$ cat src/rtl/strap_mode_pkg.sv
package strap_mode_pkg;

  typedef enum logic [1:0] {
    PH_SAMPLE = 2'd0,
    PH_ARM    = 2'd1,
    PH_RUN    = 2'd2
  } cap_phase_e;

  // Test code: live bit and lowest strap high, all higher straps low.
  function automatic logic is_test_code(input logic [7:0] code, input int code_w);
    logic hit;
    hit = code[0] & code[1];
    for (int i = 2; i < 8; i++) begin
      if (i < code_w) hit = hit & ~code[i];
    end
    return hit;
  endfunction

endpackage

$ cat src/rtl/strap_sync_chain.sv
module strap_sync_chain #(
  parameter int STAGES = 2
) (
  input  logic clk,
  input  logic rst_n,
  input  logic d,
  output logic q
);
  localparam int LAST = STAGES - 1;

  logic [LAST:0] stage_q;
  logic [LAST:0] stage_d;

  always_comb begin
    stage_d = {stage_q[LAST-1:0], d};
  end

  always_ff @(posedge clk or negedge rst_n) begin
    if (!rst_n) stage_q <= '0;
    else        stage_q <= stage_d;
  end

  assign q = stage_q[LAST];
endmodule

$ cat src/rtl/strap_capture.sv
module strap_capture
  import strap_mode_pkg::*;
#(
  parameter int STRAP_W = 2
) (
  input  logic               clk,
  input  logic               rst_n,
  input  logic [STRAP_W-1:0] pad_in,
  output logic [STRAP_W-1:0] strap_q,
  output logic               captured,
  output logic [STRAP_W-1:0] pad_oe
);
  cap_phase_e        phase_q, phase_d;
  logic              load_en;
  logic [STRAP_W-1:0] strap_d;

  always_comb begin
    phase_d = phase_q;
    case (phase_q)
      PH_SAMPLE: phase_d = PH_ARM;
      PH_ARM:    phase_d = PH_RUN;
      default:   phase_d = PH_RUN;
    endcase
  end

  assign load_en = (phase_q == PH_SAMPLE);

  always_comb begin
    strap_d = strap_q;
    if (load_en) strap_d = pad_in;
  end

  always_ff @(posedge clk or negedge rst_n) begin
    if (!rst_n) begin
      phase_q <= PH_SAMPLE;
      strap_q <= '0;
    end else begin
      phase_q <= phase_d;
      strap_q <= strap_d;
    end
  end

  assign captured = (phase_q != PH_SAMPLE);
  assign pad_oe   = {STRAP_W{phase_q == PH_RUN}};
endmodule

$ cat src/rtl/test_clk_gen.sv
module test_clk_gen #(
  parameter int DIV_W = 2
) (
  input  logic             clk,
  input  logic             rst_n,
  input  logic             test_en,
  output logic [DIV_W-1:0] div_q,
  output logic             ref_out
);
  logic [DIV_W-1:0] cnt_q, cnt_d;
  logic             gate_q;

  always_comb begin
    if (test_en) cnt_d = cnt_q + DIV_W'(1);
    else         cnt_d = '0;
  end

  always_ff @(posedge clk or negedge rst_n) begin
    if (!rst_n) cnt_q <= '0;
    else        cnt_q <= cnt_d;
  end

  // Gate loaded while the clock is low, so the AND cannot glitch.
  always_ff @(negedge clk or negedge rst_n) begin
    if (!rst_n) gate_q <= 1'b0;
    else        gate_q <= test_en;
  end

  assign div_q   = cnt_q;
  assign ref_out = clk & gate_q;
endmodule

$ cat src/rtl/strap_mode_ctrl.sv
module strap_mode_ctrl
  import strap_mode_pkg::*;
#(
  parameter int STRAP_W     = 2,
  parameter int SYNC_STAGES = 2,
  parameter int DIV_W       = 2
) (
  input  logic               clk_ref,
  input  logic               rst_n,
  input  logic [STRAP_W-1:0] strap_pad_in,
  input  logic               sel_live,
  output logic [STRAP_W:0]   mode_code,
  output logic               test_mode,
  output logic [STRAP_W-1:0] pad_oe,
  output logic [DIV_W-1:0]   tclk_div,
  output logic               tclk_ref
);
  localparam int CODE_W = STRAP_W + 1;

  logic               rst_int_n;
  logic               live_s;
  logic               captured;
  logic [STRAP_W-1:0] strap_q;
  logic [7:0]         code_ext;

  strap_sync_chain #(.STAGES(2)) u_rst_sync (
    .clk(clk_ref), .rst_n(rst_n), .d(1'b1), .q(rst_int_n)
  );

  strap_sync_chain #(.STAGES(SYNC_STAGES)) u_live_sync (
    .clk(clk_ref), .rst_n(rst_int_n), .d(sel_live), .q(live_s)
  );

  strap_capture #(.STRAP_W(STRAP_W)) u_cap (
    .clk(clk_ref), .rst_n(rst_int_n), .pad_in(strap_pad_in),
    .strap_q(strap_q), .captured(captured), .pad_oe(pad_oe)
  );

  assign mode_code = {strap_q, live_s};

  always_comb begin
    code_ext = '0;
    code_ext[CODE_W-1:0] = mode_code;
  end

  assign test_mode = captured & is_test_code(code_ext, CODE_W);

  test_clk_gen #(.DIV_W(DIV_W)) u_tclk (
    .clk(clk_ref), .rst_n(rst_int_n), .test_en(test_mode),
    .div_q(tclk_div), .ref_out(tclk_ref)
  );
endmodule

$ cat config.mk
export PLATFORM = sky130hd
export DESIGN_NAME = strap_mode_ctrl
export DESIGN_NICKNAME = d
export VERILOG_FILES = /design/src/rtl/strap_mode_pkg.sv /design/src/rtl/strap_sync_chain.sv /design/src/rtl/strap_capture.sv /design/src/rtl/test_clk_gen.sv /design/src/rtl/strap_mode_ctrl.sv
export SDC_FILE = /design/constraint.sdc
export NUM_CORES = 1
export LEC_CHECK = 0
export ABC_AREA = 0
export BUFFER_PORTS_ARGS = -buffer_cell sky130_fd_sc_hd__clkbuf_2
export CELL_PAD_IN_SITES_DETAIL_PLACEMENT = 1
export CELL_PAD_IN_SITES_GLOBAL_PLACEMENT = 2
export CORE_AREA = 2 2 39 41
export CTS_CLUSTER_DIAMETER = 50
export DETAILED_ROUTE_END_ITERATION = 8
export DIE_AREA = 0 0 41 43
export PLACE_DENSITY = 0.69
export SYNTH_ARGS = -nofsm -noshare
export SYNTH_HDL_FRONTEND = slang
export SYNTH_HIERARCHICAL = 1
export SYNTH_SLANG_ARGS = --single-unit
$ cat constraint.sdc
create_clock -name clk_ref -period 1.4 [get_ports clk_ref]
set_input_delay 0.28 -clock clk_ref [delete_from_list [all_inputs] [get_ports clk_ref]]
set_output_delay 0.28 -clock clk_ref [all_outputs]
set_load 0.01 [all_outputs]
==> results.json, run 1 <==
{
  "syn_area_um2": 385,
  "post_drt_wl_per_cell_um": 11.5,
  "yosysTopAreaCell": "dfrtp_1",
  "hold_viol": 0,
  "fp.dieW_um": 41,
  "hold_depth": 2,
  "worstHoldEndpoint": "u_cap/strap_q[1]",
  "drt-total-wl_um": 784,
  "rsz0062_at_grt": "yes",
  "ys_ff_latch": 11,
  "synth_area_per_cell_um2": 16.1,
  "io_buffers": 13,
  "dp_slack_ns": -0.187,
  "reg2reg_depth": 3,
  "setup_tns_ns": -1.13,
  "fin_nets": 58,
  "violations": "negative setup slack",
  "antenna_found_initial": 0,
  "vias": 279,
  "crit_required_ns": 1.12,
  "path_clk_slew_ns": 0.07,
  "setup.worst_path.start_class": "flip-flop",
  "path_class": "flip-flop to primary output",
  "end_kind": "primary output",
  "post_dp_cell_area_um2": 503,
  "cp_max_fo": 1,
  "synth_cell_types": 12,
  "arrival_ns": 1.70,
  "drt_iter0_markers": 2,
  "busiest_layer": "met2",
  "vdd_ir_drop_max_mv": 0.474,
  "drc_errors": 0,
  "met3_usage_pct": 11.0,
  "p_per_area_mw_per_mm2": 1200,
  "whs_ns": 0.132,
  "fin_area_um2": 611,
  "grt_use_met1_pct": 10.2,
  "synth.most_common_cell": "dfrtp_1",
  "setup_viol": 4,
  "syn_nets": 29,
  "min_path_type": "input port to flip-flop",
  "ys_top_cells_by_area": "dfrtp_1, mux2_4, dfrtn_1",
  "synth-async-reset-ratio_pct": 100,
  "synth_edf_count": 0,
  "pin_count": 14,
  "fin_ws_ns": -0.580,
  "maxCapViolCount": 0,
  "grt_pass1_vias": 342,
  "grt_usage_pct": 13.0,
  "ys.flop_type": "dfrtp_1",
  "postSynthCellCount": 24,
  "dieArea_mm2": 0.00176,
  "coreArea_mm2": 0.00138,
  "viasPerCell": 4.10,
  "met2_usage_pct": 17.5,
  "start_util_pct": 27.8,
  "holdCritStartpoint": "strap_pad_in[1]",
  "worst_skew_pair.late_latency_ns": 0.40,
  "status": "finished with violations",
  "ys_warn_count": 6,
  "synth.top_cells.by_count": "dfrtp_1, and2_1, buf_4, mux2_4",
  "syn_to_final_growth_pct": 58.4,
  "p_leak_uw": 0.000330,
  "skew_ns": 0.0223,
  "grt_max_degree": 9,
  "gp_congestion": 0.676,
  "cts_tree": "yes",
  "rr_endpoint": "u_tclk/gate_q",
  "n_antenna_cell": 0,
  "r2r-start": "u_cap/phase_q[0]",
  "slew_viol_final": 0,
  "synth.top_cell.area_share_pct": 64.9,
  "yosysSeqAreaShare_pct": 71.4,
  "layout-drive-gt1-share_pct": 65.4,
  "first_pass_iters": 3,
  "r2r_slack_ns": -0.25,
  "die-height_um": 43,
  "ant_nets": 0,
  "overflow": 0,
  "grt_pass1_wl_um": 1310,
  "dp_hpwl_um": 533,
  "rows": 14
}
## routing by layer
metal	vias to the layer above	wire length, um
met2	7	443
met4	0	18
met3	3	35
met1	139	286
li1	130	-
met5	-	0
## through the flow
stage                     instances  power [uW]  utilization [%]
final                            68         732             44.1
after global routing             68         778             44.1
after CTS                        66         738             41.3
after detailed placement         57         395             36.3
after global placement           57         393             36.3
after floorplan                  24         366                -
## critical path: stages (launching register included)
cell	delay, ns
dfrtn_1	0.38
and2_4	0.13
buf_6	0.09
## worst max-delay path by stage
stage          slack, ns              from            end
3_3_place_gp       -0.19     u_tclk/gate_q       tclk_ref
5_1_grt            -0.63     u_tclk/gate_q       tclk_ref
6_report           -0.58     u_tclk/gate_q       tclk_ref
2_1_floorplan      -0.29  u_cap/phase_q[1]  u_tclk/gate_q
4_1_cts            -0.62     u_tclk/gate_q       tclk_ref
3_5_place_dp       -0.19  u_cap/phase_q[1]  u_tclk/gate_q
## kinds of logic (layout without fill, tap and decap cells)
family	Yosys count	count (layout)	synth area share (%)
xor gates and xnor gates	1	1	2.27
buffers and inverters	3	31	4.87
DFF	11	11	71.4
muxes	2	2	7.79
other	1	1	0.973
and+or+nand+nor	6	6	12.7
## placed cells by master, fill, tap and decap left out, drive strengths merged
master       netlist  final
and2b              1      1
dfrtp             10     10
inv                1      1
dfrtn              1      1
conb               1      1
and4b              1      1
nor2               1      1
and2               2      2
nor2b              1      1
clkbuf             0     18
xor2               1      1
dlygate4sd3        0      2
mux2               2      2
buf                2     10
## timing repair
| item | CTS | global route |
|---|---|---|
| setup buffers | 0 | 2 |
| hold buffers | 2 | 0 |
| hold endpoints to repair | 3 | 0 |
| resized for setup | 1 | 7 |
| endpoints found under the setup margin | 5 | 6 |
| pin swaps | 0 | 1 |
## where the power goes
part | internal, uW | switching (uW) | total, uW
combinational | 29.9 | 19.2 | 49.1
clock | 217 | 131 | 348
sequential | 329 | 5.60 | 335
total | 576 | 156 | 732
## flip-flops by register name, indices dropped and copies added (netlist names)
register             count
u_live_sync/stage_q      2
u_cap/phase_q            2
u_tclk/div_q             2
u_rst_sync/stage_q       2
u_cap/strap_q            2
u_tclk/gate_q            1
## final cells by class
| class | instances | area (um2) |
|---|---|---|
| inverter | 1 | 3.75 |
| timing repair buffer | 22 | 150 |
| sequential | 11 | 275 |
| tap | 16 | 20.0 |
| fill | 150 | 773 |
| multi-input combinational | 10 | 101 |
| clock buffer | 8 | 60.1 |
Power figures use the tool's default switching activity.
==> inputs of run 2 (changes only) <==
- CORE_AREA: 2 2 39 41 -> 2 2 41 43
- DIE_AREA: 0 0 41 43 -> 0 0 43 45
- PLACE_DENSITY: 0.69 -> 0.63
- clock period: 1.4 -> 2.1 ns (I/O delays scaled with it)
==> run 2 against run 1 <==
The run still ends with negative setup slack left. Via count is 13% lower. Utilization is 8.7 points lower. Die area up 9.8%. Power down 36%. Register-to-register slack gained 0.38 ns. Sequential share of layout area grew 7.7 points. Critical path type unchanged. Critical endpoint unchanged.
==> results.json, run 2 (synthesis results as in run 1) <==
{
  "met3_length_um": 40,
  "end_kind": "primary output",
  "power_switching_uw": 100,
  "fillers": 176,
  "viasPerCell": 4.05,
  "syn_to_final_growth_pct": 35.4,
  "power_frac_comb_pct": 4.0,
  "fp.dieW_um": 43,
  "drc_errors": 0,
  "setup_viol": 2,
  "power.share.sequential_pct": 48.0,
  "ant_nets": 0,
  "fin_nets": 50,
  "dieArea_mm2": 0.00194,
  "gp_congestion": 0.633,
  "crit_required_ns": 1.68,
  "sw_frac_of_total_pct": 21.4,
  "rows": 14,
  "layout_common_cells": "clkbuf_2, dfrtp_1, clkbuf_4",
  "skew_ns": 0.0175,
  "rsz0062_at_grt": "yes",
  "grt_usage_pct": 10.2,
  "internal-power_uw": 370,
  "overflow": 0,
  "slew_viol_final": 0,
  "whs_ns": 0.144,
  "violations": "negative setup slack",
  "seq_area_um2": 275,
  "multi_input_area_um2": 91.3,
  "grt_max_degree": 10,
  "r2r-start": "u_cap/phase_q[1]",
  "finalPower_uw": 470,
  "wl_met2_um": 362,
  "start_util_pct": 26.2,
  "first_pass_iters": 2,
  "arrival_ns": 2.05,
  "pin_count": 14,
  "n_antenna_cell": 0,
  "worst_skew_pair.late_latency_ns": 0.39,
  "fin_util_pct": 35.5,
  "min_path_type": "flip-flop to async pin",
  "antenna_found_initial": 0,
  "layout-drive-gt1-share_pct": 54.5,
  "p_per_area_mw_per_mm2": 902,
  "postCtsSetupBuffers": 0,
  "cts_tree": "yes",
  "grt_pass1_vias": 290,
  "status": "finished with violations",
  "post_drt_wl_per_cell_um": 11.3,
  "coreArea_mm2": 0.00147,
  "vias": 243,
  "setup.worst_path.start_class": "flip-flop",
  "dp_hpwl_um": 485,
  "crit_start": "u_tclk/gate_q",
  "cp_max_fo": 1,
  "maxCapViolCount": 0,
  "pwr-share-clk_pct": 48.0,
  "grt_pass1_wl_um": 1220,
  "drt_iter0_markers": 1,
  "fin_ws_ns": -0.368,
  "die-height_um": 45,
  "path_clk_slew_ns": 0.07,
  "p_leak_uw": 0.000274,
  "drt-total-wl_um": 677,
  "top_layer": "met4",
  "path_class": "flip-flop to primary output",
  "hold_viol": 0,
  "final_common_cell": "clkbuf_2",
  "drt-met1-wl_um": 264,
  "io_buffers": 13,
  "vdd_ir_drop_max_mv": 0.299
}
run 2: per-stage QoR:
stage / instances / setup WS (ns) / cell area, um2 / setup TNS, ns
4_1_cts: 60 / -0.396 / 522 / -0.396
6_report: 60 / -0.368 / 522 / -0.368
2_1_floorplan: 24 / 0.0632 / 385 / 0
3_3_place_gp: 52 / 0.0551 / 463 / 0
5_1_grt: 60 / -0.422 / 522 / -0.422
3_5_place_dp: 52 / 0.0338 / 463 / 0
run 2: power groups by stage:
stage                     Clock, uW  Combinational [uW]  Sequential (uW)
after floorplan                3.69                7.76              230
after global placement         6.06                17.0              230
after detailed placement       6.05                17.4              230
after CTS                       236                19.0              226
after global routing            257                20.5              228
final                           226                18.7              226
run 2: metal layers:
layer,vias to the layer above,GRT usage [%]
li1,113,-
met1,119,8.91
met2,9,12.1
met3,2,8.80
met4,0,13.9
met5,-,0
run 2: what timing repair did:
item,CTS,global route
setup endpoints to repair,2,2
resized for setup,0,1
hold endpoints to repair,2,0
hold buffers,1,0
pin swaps,0,0
run 2: final timing paths:
check,depth (start not counted),slack (ns),endpoint
min in group clk_ref,1,0.15,u_live_sync/stage_q[0]
hold / removal,0,0.14,u_cap/phase_q[0]
setup reg to reg,3,0.13,u_tclk/gate_q
hold reg to reg,0,0.14,u_cap/phase_q[0]
setup / recovery,2,-0.37,tclk_ref
max in group asynchronous,0,0.74,u_tclk/gate_q
run 2: cell type report:
type	count	area share, %
sequential	11	52.8
multi-input combinational	10	17.5
timing repair buffer	14	14.9
clock buffer	8	10.3
tap	16	3.84
inverter	1	0.719
run 2: worst max-delay path: stages (launching register included):
cell and delay, ns:
dfrtn_1 0.38, and2_1 0.10, buf_2 0.12
==> inputs of run 3 (changes only) <==
- SKIP_LAST_GASP: default -> 1
- clock period: 2.1 -> 2.3 ns (I/O delays scaled with it)
==> run 3 against run 2 <==
The flow still finishes with violations (negative setup slack). First-iteration DRC count increased by 100%. Register-to-register slack improved by 0.02 ns. Sequential share of layout area increased by 0.77 points. Global-route usage decreased by 0.077 points. Power decreased by 9.8%. Final cell count decreased by 1.7%. Clock skew increased by 0.0033 ns. Clock power decreased by 11%. Sequential power decreased by 8.8%. Critical path type unchanged.
==> results.json, run 3 (synthesis results as in run 1) <==
{
  "coreArea_mm2": 0.00147,
  "skew_ns": 0.0208,
  "pwr-share-clk_pct": 47.3,
  "fin_nets": 49,
  "critPathSlowestCell": "dfrtn_1",
  "ant_nets": 0,
  "slew_viol_final": 0,
  "end_kind": "primary output",
  "sw_frac_of_total_pct": 20.4,
  "p_leak_uw": 0.000269,
  "crit_start": "u_tclk/gate_q",
  "crit_required_ns": 1.84,
  "power_frac_comb_pct": 4.0,
  "cp_max_fo": 1,
  "grt_usage_pct": 10.2,
  "path_class": "flip-flop to primary output",
  "grt_pass1_wl_um": 1240,
  "r2r_slack_ns": 0.15,
  "rsz0062_at_grt": "yes",
  "arrival_ns": 2.14,
  "finalPower_uw": 424,
  "path_clk_slew_ns": 0.06,
  "gp_congestion": 0.631,
  "die-height_um": 45,
  "dp_hpwl_um": 487,
  "hold_viol": 0,
  "viasPerCell": 4.02,
  "rr_endpoint": "u_tclk/gate_q",
  "fin_area_um2": 514,
  "r2r-start": "u_cap/phase_q[1]",
  "rows": 14,
  "vdd_ir_drop_max_mv": 0.321,
  "post_drt_wl_per_cell_um": 11.1,
  "vias": 237,
  "dieArea_mm2": 0.00194,
  "fin_ws_ns": -0.302,
  "seq_area_um2": 275,
  "maxCapViolCount": 0,
  "setup_tns_ns": -0.302,
  "fp.dieW_um": 43,
  "reg2reg_depth": 3,
  "multi_input_area_um2": 91.3,
  "cts_tree": "yes",
  "critical_path.endpoint": "tclk_ref",
  "grt_pass1_vias": 314,
  "setup_viol": 2,
  "antenna_found_initial": 0,
  "pin_count": 14,
  "drc_errors": 0,
  "max_stage_delay_ns": 0.38,
  "layout_common_cells": "clkbuf_2, dfrtp_1, clkbuf_4",
  "drt-total-wl_um": 652,
  "place_inst": 51,
  "start_util_pct": 26.2,
  "power_switching_uw": 86.6,
  "syn_to_final_growth_pct": 33.4,
  "grt_max_degree": 10,
  "min_path_type": "flip-flop to async pin",
  "n_antenna_cell": 0,
  "fillers": 175,
  "crit_chain": "and2_1, buf_2",
  "layout-drive-gt1-share_pct": 53.5,
  "first_pass_iters": 2,
  "worst_skew_pair.late_latency_ns": 0.38,
  "status": "finished with violations",
  "p_per_area_mw_per_mm2": 825,
  "post_dp_cell_area_um2": 455,
  "io_buffers": 13,
  "overflow": 0,
  "violations": "negative setup slack",
  "power.share.sequential_pct": 48.6,
  "drt_iter0_markers": 2,
  "setup.worst_path.start_class": "flip-flop",
  "final_common_cell": "clkbuf_2",
  "internal-power_uw": 338,
  "fin_cells": 59
}
run 3: cell type report:
cell class,instances,share of cell area (%)
Sequential cell,11,53.5
Multi-Input combinational cell,10,17.8
Timing Repair Buffer,13,13.6
Clock buffer,8,10.5
Tap cell,16,3.89
Inverter,1,0.730
run 3: per-layer routing:
| layer | GRT usage [%] | routed length, um | vias to the layer above | part of all wire, % |
|---|---|---|---|---|
| li1 | - | - | 112 | - |
| met1 | 7.65 | 233 | 114 | 36 |
| met2 | 13.0 | 371 | 9 | 57 |
| met3 | 9.60 | 37 | 2 | 5.7 |
| met4 | 13.3 | 8 | 0 | 1.2 |
| met5 | 0 | 0 | - | 0 |
run 3: power groups by stage:
stage | clock network [uW] | registers, uW | logic (uW)
final | 201 | 206 | 17.1
after global routing | 234 | 208 | 18.7
after CTS | 211 | 207 | 17.4
after detailed placement | 5.53 | 210 | 15.8
after global placement | 5.53 | 210 | 15.5
after floorplan | 3.37 | 210 | 7.09
run 3: stage by stage:
step / util, % / setup WS [ns] / hold slack, ns
finish: 34.9 / -0.302 / 0.139
global route: 34.9 / -0.360 / 0.168
CTS: 34.9 / -0.330 / 0.161
detailed placement: 31.0 / 0.0931 / 0.154
global placement: 31.0 / 0.114 / 0.137
floorplan: - / 0.163 / 0.108
run 3: how the worst min path moves through the flow:
| stage | end | cells after the start |
|---|---|---|
| 4_1_cts | u_live_sync/stage_q[0] | 0 |
| 3_3_place_gp | u_tclk/div_q[0] | 0 |
| 3_5_place_dp | u_tclk/div_q[1] | 0 |
| 6_report | u_tclk/div_q[1] | 0 |
| 2_1_floorplan | u_cap/phase_q[0] | 0 |
| 5_1_grt | u_tclk/div_q[1] | 0 |
run 3: worst max-delay path, delay by kind of cell, from the launching register on:
kind	cells	cell delay, ns
buffers and inverters	1	0.12
DFF	1	0.38
and+or+nand+nor	1	0.10
run 3: repair_timing:
action / 4_1_cts / 5_1_grt
resized for setup: 0 / 1
buffers inserted: 0 / 0
hold endpoints to repair: 2 / 0
hold buffers: 1 / 0
setup endpoints to repair: 2 / 2
